### config.mk
export PLATFORM = sky130hd
export DESIGN_NAME = adc_seq_ctrl
export DESIGN_NICKNAME = d
export VERILOG_FILES = /design/src/rtl/adcseq_pkg.sv /design/src/rtl/adcseq_settle_timer.sv /design/src/rtl/adcseq_fsm.sv /design/src/rtl/adcseq_regs.sv /design/src/rtl/adc_seq_ctrl.sv
export SDC_FILE = /design/constraint.sdc
export NUM_CORES = 1
export LEC_CHECK = 0
export BUFFER_PORTS_ARGS = -buffer_cell sky130_fd_sc_hd__buf_2
export CAP_MARGIN = 25
export CORE_ASPECT_RATIO = 0.8
export CORE_MARGIN = 4
export CORE_UTILIZATION = 57
export DETAILED_ROUTE_END_ITERATION = 10
export HOLD_SLACK_MARGIN = 0.08
export PLACE_DENSITY = 0.95
export SYNTH_ARGS = -nofsm -noshare
export SYNTH_HDL_FRONTEND = slang
export SYNTH_SLANG_ARGS = --single-unit
export TNS_END_PERCENT = 10
### constraint.sdc
create_clock -name clk -period 4.3 [get_ports clk]
set_input_delay 0.215 -clock clk [delete_from_list [all_inputs] [get_ports clk]]
set_output_delay 0.215 -clock clk [all_outputs]
set_load 0.1 [all_outputs]
### src/rtl/adcseq_pkg.sv
package adcseq_pkg;
  localparam int REG_AW = 3;

  typedef enum logic [REG_AW-1:0] {
    RA_CHAN    = 3'd0,
    RA_SETTLE  = 3'd1,
    RA_START   = 3'd2,
    RA_AUTO    = 3'd3,
    RA_STATUS  = 3'd4,
    RA_DATA    = 3'd5,
    RA_RESTART = 3'd6
  } reg_addr_e;

  typedef enum logic [1:0] {
    SQ_IDLE,
    SQ_SETTLE,
    SQ_CONVERT,
    SQ_DONE
  } seq_state_e;
endpackage

### src/rtl/adcseq_settle_timer.sv
module adcseq_settle_timer #(
  parameter int CNT_W = 16
) (
  input  logic             clk,
  input  logic             rst_n,
  input  logic             load,
  input  logic [CNT_W-1:0] load_val,
  input  logic             run,
  output logic             expired
);
  logic [CNT_W-1:0] cnt_q;

  always_ff @(posedge clk or negedge rst_n) begin
    if (!rst_n) begin
      cnt_q <= '0;
    end else if (load) begin
      cnt_q <= load_val;
    end else if (run && cnt_q != '0) begin
      cnt_q <= cnt_q - 1'b1;
    end
  end

  assign expired = (cnt_q == '0);

  AST_COUNT_NEVER_WRAPS: assert property (@(posedge clk) disable iff (!rst_n)
    (run && !load && expired) |=> expired);
endmodule

### src/rtl/adcseq_fsm.sv
module adcseq_fsm
  import adcseq_pkg::*;
(
  input  logic clk,
  input  logic rst_n,
  input  logic start_req,
  input  logic auto_req,
  input  logic chan_req,
  input  logic settle_expired,
  input  logic adc_eoc,
  output logic busy,
  output logic adc_start,
  output logic timer_load,
  output logic timer_run,
  output logic capture,
  output logic accept,
  output logic reject
);
  seq_state_e state_q;
  logic       auto_pend_q;
  logic       start_q;
  logic       any_req;
  logic       idle;
  logic       settle_req;

  assign idle       = (state_q == SQ_IDLE);
  assign any_req    = start_req | auto_req | chan_req;
  assign settle_req = auto_req | chan_req;
  assign accept     = idle & any_req;
  assign reject     = ~idle & any_req;
  assign timer_load = idle & settle_req;
  assign timer_run  = (state_q == SQ_SETTLE);
  assign capture    = (state_q == SQ_CONVERT) & adc_eoc;
  assign busy       = ~idle;
  assign adc_start  = start_q;

  always_ff @(posedge clk or negedge rst_n) begin
    if (!rst_n) begin
      state_q     <= SQ_IDLE;
      auto_pend_q <= 1'b0;
      start_q     <= 1'b0;
    end else begin
      start_q <= 1'b0;
      unique case (state_q)
        SQ_IDLE: begin
          if (settle_req) begin
            state_q     <= SQ_SETTLE;
            auto_pend_q <= auto_req;
          end else if (start_req) begin
            state_q <= SQ_CONVERT;
            start_q <= 1'b1;
          end
        end
        SQ_SETTLE: begin
          if (settle_expired) begin
            if (auto_pend_q) begin
              state_q <= SQ_CONVERT;
              start_q <= 1'b1;
            end else begin
              state_q <= SQ_IDLE;
            end
            auto_pend_q <= 1'b0;
          end
        end
        SQ_CONVERT: begin
          if (adc_eoc) state_q <= SQ_DONE;
        end
        SQ_DONE: state_q <= SQ_IDLE;
        default: state_q <= SQ_IDLE;
      endcase
    end
  end

  AST_START_ONE_CYCLE: assert property (@(posedge clk) disable iff (!rst_n)
    adc_start |=> !adc_start);
  AST_START_IN_CONVERT: assert property (@(posedge clk) disable iff (!rst_n)
    adc_start |-> (state_q == SQ_CONVERT));
  AST_BUSY_AFTER_CAPTURE: assert property (@(posedge clk) disable iff (!rst_n)
    capture |=> busy);
  AST_DONE_RELEASES: assert property (@(posedge clk) disable iff (!rst_n)
    (state_q == SQ_DONE) |=> !busy);
  AST_REJECT_NO_START: assert property (@(posedge clk) disable iff (!rst_n)
    (reject && state_q == SQ_CONVERT) |=> !adc_start);
endmodule

### src/rtl/adcseq_regs.sv
module adcseq_regs
  import adcseq_pkg::*;
#(
  parameter int               BUS_W      = 32,
  parameter int               DATA_W     = 16,
  parameter int               SETTLE_W   = 16,
  parameter int               CH_W       = 3,
  parameter logic [SETTLE_W-1:0] SETTLE_RST = 4
) (
  input  logic                clk,
  input  logic                rst_n,
  input  logic                bus_wr,
  input  logic                bus_rd,
  input  logic [REG_AW-1:0]   bus_addr,
  input  logic [BUS_W-1:0]    bus_wdata,
  output logic [BUS_W-1:0]    bus_rdata,
  input  logic                accept,
  input  logic                reject,
  input  logic                capture,
  input  logic                busy,
  input  logic [DATA_W-1:0]   adc_data,
  output logic                start_req,
  output logic                auto_req,
  output logic                chan_req,
  output logic [CH_W-1:0]     chan_idx,
  output logic [SETTLE_W-1:0] settle_val
);
  logic [DATA_W-1:0] result_q;
  logic              ovr_q;
  logic              status_rd;
  logic              unused_wdata;
  reg_addr_e         addr;

  function automatic logic [BUS_W-1:0] pack_code(input logic [DATA_W-1:0] code);
    return {{(BUS_W-DATA_W){1'b0}}, code};
  endfunction

  assign addr         = reg_addr_e'(bus_addr);
  assign chan_req     = bus_wr && addr == RA_CHAN;
  assign auto_req     = bus_wr && addr == RA_AUTO;
  assign start_req    = (bus_wr && addr == RA_START) || (bus_rd && addr == RA_RESTART);
  assign status_rd    = bus_rd && addr == RA_STATUS;
  assign unused_wdata = ^bus_wdata[BUS_W-1:SETTLE_W];

  always_ff @(posedge clk or negedge rst_n) begin
    if (!rst_n) begin
      chan_idx   <= '0;
      settle_val <= SETTLE_RST;
      result_q   <= '0;
      ovr_q      <= 1'b0;
    end else begin
      if (accept && (chan_req || auto_req)) chan_idx <= bus_wdata[CH_W-1:0];
      if (bus_wr && addr == RA_SETTLE) settle_val <= bus_wdata[SETTLE_W-1:0];
      if (capture) result_q <= adc_data;
      if (reject) ovr_q <= 1'b1;
      else if (status_rd) ovr_q <= 1'b0;
    end
  end

  always_comb begin
    bus_rdata = '0;
    if (bus_rd) begin
      case (addr)
        RA_CHAN:    bus_rdata = {{(BUS_W-CH_W){1'b0}}, chan_idx};
        RA_SETTLE:  bus_rdata = {{(BUS_W-SETTLE_W){1'b0}}, settle_val};
        RA_STATUS:  bus_rdata = {{(BUS_W-2){1'b0}}, ovr_q, busy};
        RA_DATA,
        RA_RESTART: bus_rdata = pack_code(result_q);
        default:    bus_rdata = '0;
      endcase
    end
  end

  AST_OVR_ON_REJECT: assert property (@(posedge clk) disable iff (!rst_n)
    reject |=> ovr_q);
  AST_RESULT_HOLDS: assert property (@(posedge clk) disable iff (!rst_n)
    !capture |=> $stable(result_q));
endmodule

### src/rtl/adc_seq_ctrl.sv
module adc_seq_ctrl
  import adcseq_pkg::*;
#(
  parameter int NUM_CH     = 8,
  parameter int DATA_W     = 16,
  parameter int BUS_W      = 32,
  parameter int SETTLE_W   = 16,
  parameter int SETTLE_RST = 4
) (
  input  logic                        clk,
  input  logic                        rst_n,
  input  logic                        bus_wr,
  input  logic                        bus_rd,
  input  logic [REG_AW-1:0]           bus_addr,
  input  logic [BUS_W-1:0]            bus_wdata,
  output logic [BUS_W-1:0]            bus_rdata,
  output logic [$clog2(NUM_CH):0]     mux_sel,
  output logic                        adc_start,
  input  logic                        adc_eoc,
  input  logic [DATA_W-1:0]           adc_data
);
  localparam int CH_W  = $clog2(NUM_CH);
  localparam int MUX_W = CH_W + 1;

  logic                start_req, auto_req, chan_req;
  logic                accept, reject, capture, busy;
  logic                timer_load, timer_run, settle_expired;
  logic [CH_W-1:0]     chan_idx;
  logic [SETTLE_W-1:0] settle_val;

  function automatic logic [MUX_W-1:0] odd_line(input logic [CH_W-1:0] idx);
    return {idx, 1'b1};
  endfunction

  assign mux_sel = odd_line(chan_idx);

  adcseq_regs #(
    .BUS_W(BUS_W), .DATA_W(DATA_W), .SETTLE_W(SETTLE_W), .CH_W(CH_W),
    .SETTLE_RST(SETTLE_W'(SETTLE_RST))
  ) u_regs (
    .clk(clk), .rst_n(rst_n), .bus_wr(bus_wr), .bus_rd(bus_rd),
    .bus_addr(bus_addr), .bus_wdata(bus_wdata), .bus_rdata(bus_rdata),
    .accept(accept), .reject(reject), .capture(capture), .busy(busy),
    .adc_data(adc_data), .start_req(start_req), .auto_req(auto_req),
    .chan_req(chan_req), .chan_idx(chan_idx), .settle_val(settle_val)
  );

  adcseq_fsm u_fsm (
    .clk(clk), .rst_n(rst_n), .start_req(start_req), .auto_req(auto_req),
    .chan_req(chan_req), .settle_expired(settle_expired), .adc_eoc(adc_eoc),
    .busy(busy), .adc_start(adc_start), .timer_load(timer_load),
    .timer_run(timer_run), .capture(capture), .accept(accept), .reject(reject)
  );

  adcseq_settle_timer #(.CNT_W(SETTLE_W)) u_timer (
    .clk(clk), .rst_n(rst_n), .load(timer_load), .load_val(settle_val),
    .run(timer_run), .expired(settle_expired)
  );

  AST_MUX_FROZEN_BUSY: assert property (@(posedge clk) disable iff (!rst_n)
    busy |=> $stable(mux_sel));
  AST_MUX_ODD: assert property (@(posedge clk) disable iff (!rst_n)
    mux_sel[0]);
  AST_START_SETS_BUSY: assert property (@(posedge clk) disable iff (!rst_n)
    adc_start |-> busy);
endmodule

==> reports/results.ini, run 1 <==
[critical_path]
required_ns=4.09
max_stage_delay_ns=0.61
setup.worst_path.class=in -> out
crit_chain=buf_2, and3b_1, nand2_1, o21ai_0, and3_1, buf_2
cp_max_fo=24
cp_common_cell=buf_2
reg2reg_slack_ns=2.18
cp_num_buf_inv=2
cp_top_family=buffers and inverters
cp_slowest_cell=and3b_1
cp-end-kind=output port
worstPathArrival_ns=2.10
start_kind=input pin

[global_routing]
grt_overflow=0
grt_pass1_vias=2687
grt_pass1_wl_um=13100
grt_max_degree=57
track_usage_pct=22.5
antenna_found_initial=0

[logic_synthesis]
ys_ff_latch=56
syn_avg_cell_area_um2=10.4
yosysSeqAreaShare_pct=40.6
synth_top_flop_cell=dfrtp_1
async_flop_share_pct=100
netlist_instances=333
yosys_warnings=0
synth_edf_count=0
synth_cell_type_count=69
synth_area_um2=3450

[pwr]
power_leakage_nw=1.68
power_frac_comb_pct=44.7
p_int_mw=1.25
pwr-share-seq_pct=42.3
max-vdd-ir-drop_mv=0.336
p_per_area_nw_per_um2=621
total_power_mw=2.32
clockPowerShare_pct=12.9
net-switching-power_mw=1.07
swShare_pct=46.0

[clock_tree]
h-tree-depth=2
clk_pin_slew_ns=0.09
cts_root_buf=clkbuf_8
cts_buffer_depth=2
cts_tree=built
post-cts-setup-buffers=0
post_cts_resize_count=0
numCtsBuffers=5
clock_latency_ns=0.31
cts_sinks=56

[route]
wl_um=7700
routedWlPerCell_um=16.8
vias=2732
drt-pass1-iter-count=5
ant_nets=0
via_per_inst=5.97
dr.first_iter.drc_count=235
drc_errors=0

[cells_and_area]
fin_nets=433
drive_gt1_share_pct=32.4
layout_common_cells=buf_2, dfrtp_1, mux2_2, nand2_1, a21oi_1
final_common_cell=buf_2
final_area_um2=3740
fill_cells=455
area_growth_pct=8.34
antenna_cells=0

[die]
dieWidth_um=95.0
fp.coreArea_um2=5880
fp.dieH_um=77.6
die-area_um2=7370
fp-row-count=25
ios=93
initial_core_util_pct=58.7

[sta]
rsz0062_at_grt=no
finClkSkew_ns=0.00468
finalHoldViolCount=0
max_freq_mhz=432
setup_violations=0
layout_min_cycle_time_ns=2.32
slew_violations=0
period_share_pct=53.9
worst_pin_slew_ns=0.896
tns_ns=0
relSlewSlack_pct=40.1

[placement]
placed_area_um2=3640
dp_hpwl_um=5470
port_buffers=59
gp_congestion=0.918

[worst_hold_path]
hold_class=in -> reg

[job]
maxCapViolCount=0

[run_status]
outcome=finished, final reports clean

-- cell families (layout without fill, tap and decap cells) --
logic type	after synthesis	after routing	synth area share [%]
AO/OA/AOI/OAI	64	64	13.6
XOR/XNOR	4	4	1.02
adder cells (fa/ha/maj)	1	1	0.363
buffers and inverters	51	80	9.10
flip-flops	56	56	40.6
multiplexers	49	49	16.1
other	2	17	0.218
AND/OR/NAND/NOR	106	106	18.9
-- power by group through the flow --
| stage | Clock, mW | Combinational, mW | Sequential (mW) |
|---|---|---|---|
| 5_1_grt | 0.333 | 1.13 | 1.02 |
| 2_1_floorplan | 0 | 0.837 | 1.00 |
| 6_report | 0.300 | 1.04 | 0.983 |
| 4_1_cts | 0.305 | 1.04 | 0.973 |
| 3_3_place_gp | 0 | 0.993 | 0.965 |
| 3_5_place_dp | 0 | 1.03 | 0.982 |
-- routing by layer --
metal | share of wire [%] | wire, um | track usage, %
met1 | 42 | 3200 | 30.7
met5 | 0 | 0 | 0
met2 | 48 | 3670 | 34.9
met3 | 8.9 | 686 | 5.52
met4 | 1.8 | 138 | 7.93
-- state kept, by name, indices dropped and copies added, names as in the netlist --
signal             count
u_fsm.adc_start        1
u_regs.settle_val     16
u_fsm.state_q          2
u_regs.chan_idx        3
u_regs.ovr_q           1
u_fsm.auto_pend_q      1
u_timer.cnt_q         16
u_regs.result_q       16
-- path summary, 6_finish.rpt --
| check | end | startpoint | cells after the start |
|---|---|---|---|
| worst max-delay path | bus_rdata[2] | bus_addr[2] | 6 |
| worst min-delay path | u_regs.chan_idx[0]$_DFFE_PN0P_ | bus_wdata[0] | 3 |
| worst max register to register | u_timer.cnt_q[1]$_DFFE_PN0P_ | u_timer.cnt_q[0]$_DFFE_PN0P_ | 6 |
| worst min register to register | u_regs.chan_idx[1]$_DFFE_PN0P_ | u_regs.chan_idx[1]$_DFFE_PN0P_ | 2 |
| max in group asynchronous | u_timer.cnt_q[0]$_DFFE_PN0P_ | rst_n | 3 |
| min in group asynchronous | u_fsm.adc_start$_DFF_PN0_ | rst_n | 3 |
-- repair_timing --
action	CTS	global route
hold buffers	1	0
setup endpoints to repair	0	0
endpoints found under the hold margin	55	0
-- layout make-up --
type                       instances  area [um2]  area share, %
clock buffer                       8        90.1           2.41
inverter                          11        41.3           1.10
multi-input combinational        241        1790           47.9
sequential                        56        1400           37.5
tap                               81         101           2.71
timing repair buffer              61         313           8.37
-- worst reg2reg max path, delay by kind of cell (launching register included) --
| family | cells | cell delay (ns) |
|---|---|---|
| adders and majority gates | 1 | 0.22 |
| DFF | 1 | 0.42 |
| buffers and inverters | 1 | 0.11 |
| AOI/OAI and AO/OA | 2 | 0.42 |
| and+or+nand+nor | 2 | 0.84 |
-- Yosys cell counts (2+ instances only) --
cell type | count | share of area, %
dfrtp_1 | 55 | 40
mux2_2 | 32 | 10
nand2_1 | 24 | 2.6
a21oi_1 | 21 | 3.0
buf_4 | 19 | 4.1
nor2_1 | 19 | 2.1
nor2b_1 | 16 | 2.9
mux2i_1 | 14 | 4.1
inv_1 | 11 | 1.2
buf_2 | 8 | 1.2
clkbuf_1 | 7 | 0.76
nand3_1 | 7 | 1.0
buf_6 | 5 | 1.6
nand2b_1 | 5 | 0.91
nor3_1 | 5 | 0.73
o211ai_1 | 4 | 0.87
o221ai_1 | 4 | 1.0
a22oi_1 | 3 | 0.65
nor4_1 | 3 | 0.54
nor4_2 | 3 | 1.1
o21ai_0 | 3 | 0.43
o22ai_1 | 3 | 0.54
a31oi_1 | 2 | 0.36
a32oi_1 | 2 | 0.51
and3_1 | 2 | 0.36
conb_1 | 2 | 0.22
mux4_2 | 2 | 1.3
nand4_1 | 2 | 0.36
nor3_4 | 2 | 0.94
o22ai_2 | 2 | 0.73
o31a_1 | 2 | 0.51
o32ai_1 | 2 | 0.51
or3_1 | 2 | 0.36
or4_1 | 2 | 0.43
or4_4 | 2 | 0.65
xnor2_1 | 2 | 0.51
xor2_1 | 2 | 0.51
-- through the flow --
stage | hold slack (ns) | utilization, % | setup slack, ns | instances
2_1_floorplan | -0.0806 | - | 0.579 | 348
6_report | 0.111 | 63.6 | 1.98 | 458
3_5_place_dp | 0.395 | 61.9 | 2.02 | 449
3_3_place_gp | 0.388 | 61.9 | 2.08 | 449
5_1_grt | 0.110 | 63.6 | 1.82 | 458
4_1_cts | 0.105 | 63.6 | 2.01 | 458
Note: power is estimated with default switching activity, not from simulation.
==> run 2, diff against run 1 <==
Settings changed: ABC_AREA set to 1, CORE_UTILIZATION 57 to 52, PLACE_DENSITY 0.95 to 0.91.
Clock period 4.3 ns to 2.26 ns, I/O delays scaled along.
==> run 2 against run 1 <==
  * Clock skew grew 0.0087 ns
  * Die area is 1.9% higher
  * Global-route usage is 8.3 points higher
  * Critical path depth up 1
  * Total power shrank 6.0%
  * Register-to-register slack got worse by 1.9 ns
  * Non-clock buffer count rose by 37
  * First-iteration DRC count grew to 3.3 times the previous value
  * Final area up 5.1%
  * Clock power is 100% higher
==> reports/results.ini, run 2 <==
[route]
vias=3510
drc_errors=0
dr.first_iter.drc_count=774
ant_nets=0
drt-pass1-iter-count=5
routedWlPerCell_um=19.1
via_per_inst=6.17
wl_um=10900

[logic_synthesis]
yosysSeqAreaShare_pct=43.6
synth_common_cells=nand2_1, dfrtp_1, nand3_1, nor2_1, inv_1
synth_largest_area_cell=dfrtp_1
synth_area_leaders=dfrtp_1, nand2_1, mux2_2, nand3_1, nor2_1
yosysTopAreaCellShare_pct=42.8
yosys_warnings=0
synth_top_flop_cell=dfrtp_1
ys_ff_latch=56
synth_cell_type_count=29
synth_area_um2=3220
synth_edf_count=0
synth_most_common_cell=nand2_1
netlist_instances=397
async_flop_share_pct=100
syn_avg_cell_area_um2=8.10

[placement]
place_ws_ns=0.413
dp_cells=528
port_buffers=59
dp_hpwl_um=5830
gp_congestion=0.918

[critical_path]
start_kind=flop
required_ns=2.15
cp-end-kind=output port
setup.worst_path.class=reg -> out
reg2reg_slack_ns=0.26
cp_max_fo=6
worstPathArrival_ns=2.04

[clock_tree]
h-tree-depth=2
clk_pin_slew_ns=0.10
numCtsBuffers=5
clock_latency_ns=0.33
cts_sinks=56
cts_tree=built
cts_buffer_depth=2
cts_root_buf=clkbuf_8
post-cts-setup-buffers=0
post_cts_resize_count=0
cts_hold_buf=33

[global_routing]
track_usage_pct=30.8
antenna_found_initial=0
grt_pass1_vias=3389
grt_pass1_wl_um=17700
grt_overflow=0
grt_max_degree=57

[sta]
worst_pin_slew_ns=0.761
relSlewSlack_pct=49.1
max_freq_mhz=465
setup_slack_ns=0.108
period_share_pct=95.2
setup_violations=0
finClkSkew_ns=0.0134
slew_violations=0
rsz0062_at_grt=no
finalHoldViolCount=0
layout_min_cycle_time_ns=2.15
holdWs_ns=0.133

[cells_and_area]
final_common_cell=nand2_1
regArea_um2=1400
drive_gt1_share_pct=22.3
antenna_cells=0
fin_util_pct=66.1
multiInputGateArea_um2=1560
layout_common_cells=nand2_1, buf_2, dfrtp_1, nor2_1, nand3_1
fin_nets=544
fill_cells=373
reg.largest.list=u_regs.result_q: 16 flops, u_regs.settle_val: 16 flops, u_timer.cnt_q: 16 flops
area_growth_pct=22.1
final_cells=569

[die]
die-area_um2=7510
initial_core_util_pct=54.1
fp-row-count=25
fp.dieH_um=78.3
dieWidth_um=95.9
ios=93
fp.coreArea_um2=5940

[pwr]
total_power_mw=2.18
p_per_area_nw_per_um2=555
power_leakage_nw=1.99
max-vdd-ir-drop_mv=0.417

[run_status]
outcome=finished, final reports clean

[worst_hold_path]
hold_class=in -> reg

[job]
maxCapViolCount=0

-- run 2: metal layers --
| layer | wire length [um] | up-vias | track usage [%] |
|---|---|---|---|
| met3 | 1590 | 95 | 9.39 |
| met4 | 682 | 0 | 14.5 |
| met5 | 0 | - | 0 |
| met2 | 4860 | 408 | 48.6 |
| li1 | - | 1444 | - |
| met1 | 3730 | 1563 | 38.3 |
-- run 2: path summary, 6_finish.rpt --
path,startpoint,cells past startpoint,to
max reg2reg,u_timer.cnt_q[9]$_DFFE_PN0P_,8,u_timer.cnt_q[5]$_DFFE_PN0P_
max,u_fsm.state_q[1]$_DFFE_PN0P_,7,bus_rdata[0]
max in group asynchronous,rst_n,3,u_regs.settle_val[13]$_DFFE_PN0P_
min,adc_eoc,5,u_fsm.state_q[0]$_DFFE_PN0P_
min reg2reg,u_fsm.auto_pend_q$_DFFE_PN0P_,2,u_fsm.auto_pend_q$_DFFE_PN0P_
min in group asynchronous,rst_n,3,u_regs.result_q[14]$_DFFE_PN0P_
-- run 2: final cells by class --
cell class	instances	area share, %
tap	81	2.58
inverter	27	2.58
timing repair buffer	98	17.1
sequential	56	35.7
multi-input combinational	299	39.7
clock buffer	5	1.75
clock inverter	3	0.573
-- run 2: metrics by stage --
stage | setup TNS (ns) | instance area (um2)
2_1_floorplan | -0.770 | 3280
3_3_place_gp | 0 | 3510
3_5_place_dp | 0 | 3510
4_1_cts | 0 | 3930
5_1_grt | 0 | 3930
6_report | 0 | 3930
-- run 2: critical path, cell delays in order (launching register included) --
cell	delay, ns
dfrtp_1	0.42
nor2_1	0.36
inv_1	0.11
nand2_1	0.13
nand3_1	0.11
a21oi_1	0.17
nor2_1	0.09
buf_2	0.33
-- run 2: where the power goes --
part / leakage, nW / internal [mW] / switching (mW) / total, mW
clock: 0.0485 / 0.224 / 0.377 / 0.601
sequential: 0.668 / 1.07 / 0.0695 / 1.14
combinational: 1.27 / 0.136 / 0.307 / 0.443
-- run 2: cell families after synthesis --
logic type	share of synthesized area [%]
AND/OR/NAND/NOR	29.0
buffers and inverters	9.81
adder cells (fa/ha/maj)	0.389
flip-flops	43.6
other	0.234
AO/OA/AOI/OAI	6.30
multiplexers	10.6
==> run 3, diff against run 2 <==
Settings changed: GPL_TIMING_DRIVEN set to 0, PLACE_DENSITY 0.91 to 0.8, RECOVER_POWER set to 50.
==> run 3 against run 2 <==
  * The run now ends with capacitance limit, slew limit left
  * Non-clock buffer count is 24 higher
  * Final area is 4.3% higher
  * First-iteration DRC count is 62% lower
  * Fmax is 9.6% higher
  * Largest cell class unchanged
==> reports/results.ini, run 3 (same netlist as run 2, synthesis figures left out) <==
[sta]
finClkSkew_ns=0.00786
period_share_pct=86.9
finalHoldViolCount=0
relSlewSlack_pct=-4.96
layout_min_cycle_time_ns=1.96
max_freq_mhz=509
tns_ns=0
worst_pin_slew_ns=1.57
rsz0062_at_grt=no
setup_slack_ns=0.296
slew_violations=28
setup_violations=0

[critical_path]
reg2reg_depth=10
crit_chain=inv_1, ha_1, nand2_1, nor2_1, nand2_1, nand2_1, buf_2, nand2_1, nand2_1, nand2_1
cp_top_family=simple AND/OR/NAND/NOR gates
cp_num_buf_inv=2
cp_slowest_cell=dfrtp_1
required_ns=2.47
cp.depth=10
max_stage_delay_ns=0.40
setup.worst_path.class=reg -> reg
start_kind=flop
worstPathArrival_ns=2.17
cp-end-kind=flop
cp_common_cell=nand2_1
cp_max_fo=10

[pwr]
p_int_mw=1.45
net-switching-power_mw=0.697
power_leakage_nw=2.09
clockPowerShare_pct=26.3
power_frac_comb_pct=20.9
swShare_pct=32.5
p_per_area_nw_per_um2=524
pwr-share-seq_pct=52.8
max-vdd-ir-drop_mv=0.390

[clock_tree]
cts_root_buf=clkbuf_8
numCtsBuffers=5
post-cts-setup-buffers=0
cts_tree=built
h-tree-depth=2
cts_buffer_depth=2
clock_latency_ns=0.31
clk_pin_slew_ns=0.10
cts_sinks=56

[route]
routedWlPerCell_um=14.1
drt-pass1-iter-count=4
wl_um=8370
via_per_inst=5.23
ant_nets=0
vias=3099
dr.first_iter.drc_count=296
drc_errors=0

[cells_and_area]
drive_gt1_share_pct=24.8
fin_nets=568
antenna_cells=0
final_common_cell=nand2_1
layout_common_cells=nand2_1, buf_2, dfrtp_1, nand3_1, nor2_1
reg.largest.list=u_regs.result_q: 16 flops, u_regs.settle_val: 16 flops, u_timer.cnt_q: 16 flops
final_cells=593
final_area_um2=4100
fin_util_pct=68.9
area_growth_pct=27.4

[placement]
port_buffers=58
dp_hpwl_um=5740
gp_congestion=0.887
dp_cells=552
place_ws_ns=0.356
placed_area_um2=3690

[die]
fp-row-count=25
initial_core_util_pct=54.1
dieWidth_um=95.9
die-area_um2=7510
fp.coreArea_um2=5940
fp.dieH_um=78.3
ios=93

[global_routing]
track_usage_pct=22.8
grt_pass1_vias=2842
grt_overflow=0
grt_pass1_wl_um=13500
antenna_found_initial=0
grt_max_degree=30

[run_status]
outcome=complete, but fails checks
violations=capacitance limit, slew limit

[worst_hold_path]
hold_class=in -> reg
hold_path_depth=5

[job]
maxCapViolCount=1

## run 3: power by group through the flow
stage | logic [mW] | registers, mW | clock network [mW]
final | 0.449 | 1.13 | 0.564
after global routing | 0.477 | 1.14 | 0.615
after CTS | 0.443 | 1.13 | 0.578
after detailed placement | 0.399 | 1.15 | 0
after global placement | 0.388 | 1.15 | 0
after floorplan | 0.314 | 1.12 | 0
## run 3: repair_timing
action                     CTS  global route
hold endpoints to repair    59             0
hold buffers                33             0
setup endpoints to repair    0             1
gates resized for setup      0             1
## run 3: final cells by class
| class | count | area [um2] |
|---|---|---|
| buffer | 30 | 206 |
| sequential | 56 | 1400 |
| clock inverter | 3 | 22.5 |
| clock buffer | 5 | 68.8 |
| multi-input combinational | 299 | 1560 |
| fill | 469 | 1850 |
| inverter | 27 | 101 |
| timing repair buffer | 92 | 638 |
| tap | 81 | 101 |
## run 3: per-layer routing
layer / up-vias / share of wire (%) / global-route usage [%]
li1: 1495 / - / -
met1: 1465 / 44 / 32.0
met2: 130 / 48 / 37.1
met3: 9 / 6.9 / 3.93
met4: 0 / 0.93 / 4.55
met5: - / 0 / 0
## run 3: worst paths after layout
| path | from | end | slack, ns |
|---|---|---|---|
| max | u_timer.cnt_q[0]$_DFFE_PN0P_ | u_timer.cnt_q[0]$_DFFE_PN0P_ | 0.30 |
| min | adc_eoc | u_fsm.state_q[0]$_DFFE_PN0P_ | 0.12 |
| max reg2reg | u_timer.cnt_q[0]$_DFFE_PN0P_ | u_timer.cnt_q[0]$_DFFE_PN0P_ | 0.30 |
| min reg2reg | u_regs.ovr_q$_DFFE_PN0P_ | u_regs.ovr_q$_DFFE_PN0P_ | 0.52 |
| max in group asynchronous | rst_n | u_regs.chan_idx[2]$_DFFE_PN0P_ | 0.61 |
| min in group asynchronous | rst_n | u_timer.cnt_q[4]$_DFFE_PN0P_ | 0.74 |
## run 3: stage by stage
stage,power (mW),hold WS (ns)
2_1_floorplan,1.44,-0.183
3_3_place_gp,1.53,0.344
3_5_place_dp,1.55,0.176
4_1_cts,2.15,0.0950
5_1_grt,2.23,0.102
6_report,2.15,0.118
## run 3: worst register-to-register path, stage by stage, from the launching register on
cell,delay [ns]
dfrtp_1,0.40
inv_1,0.12
ha_1,0.22
nand2_1,0.13
nor2_1,0.25
nand2_1,0.09
nand2_1,0.10
buf_2,0.24
nand2_1,0.17
nand2_1,0.11
nand2_1,0.05
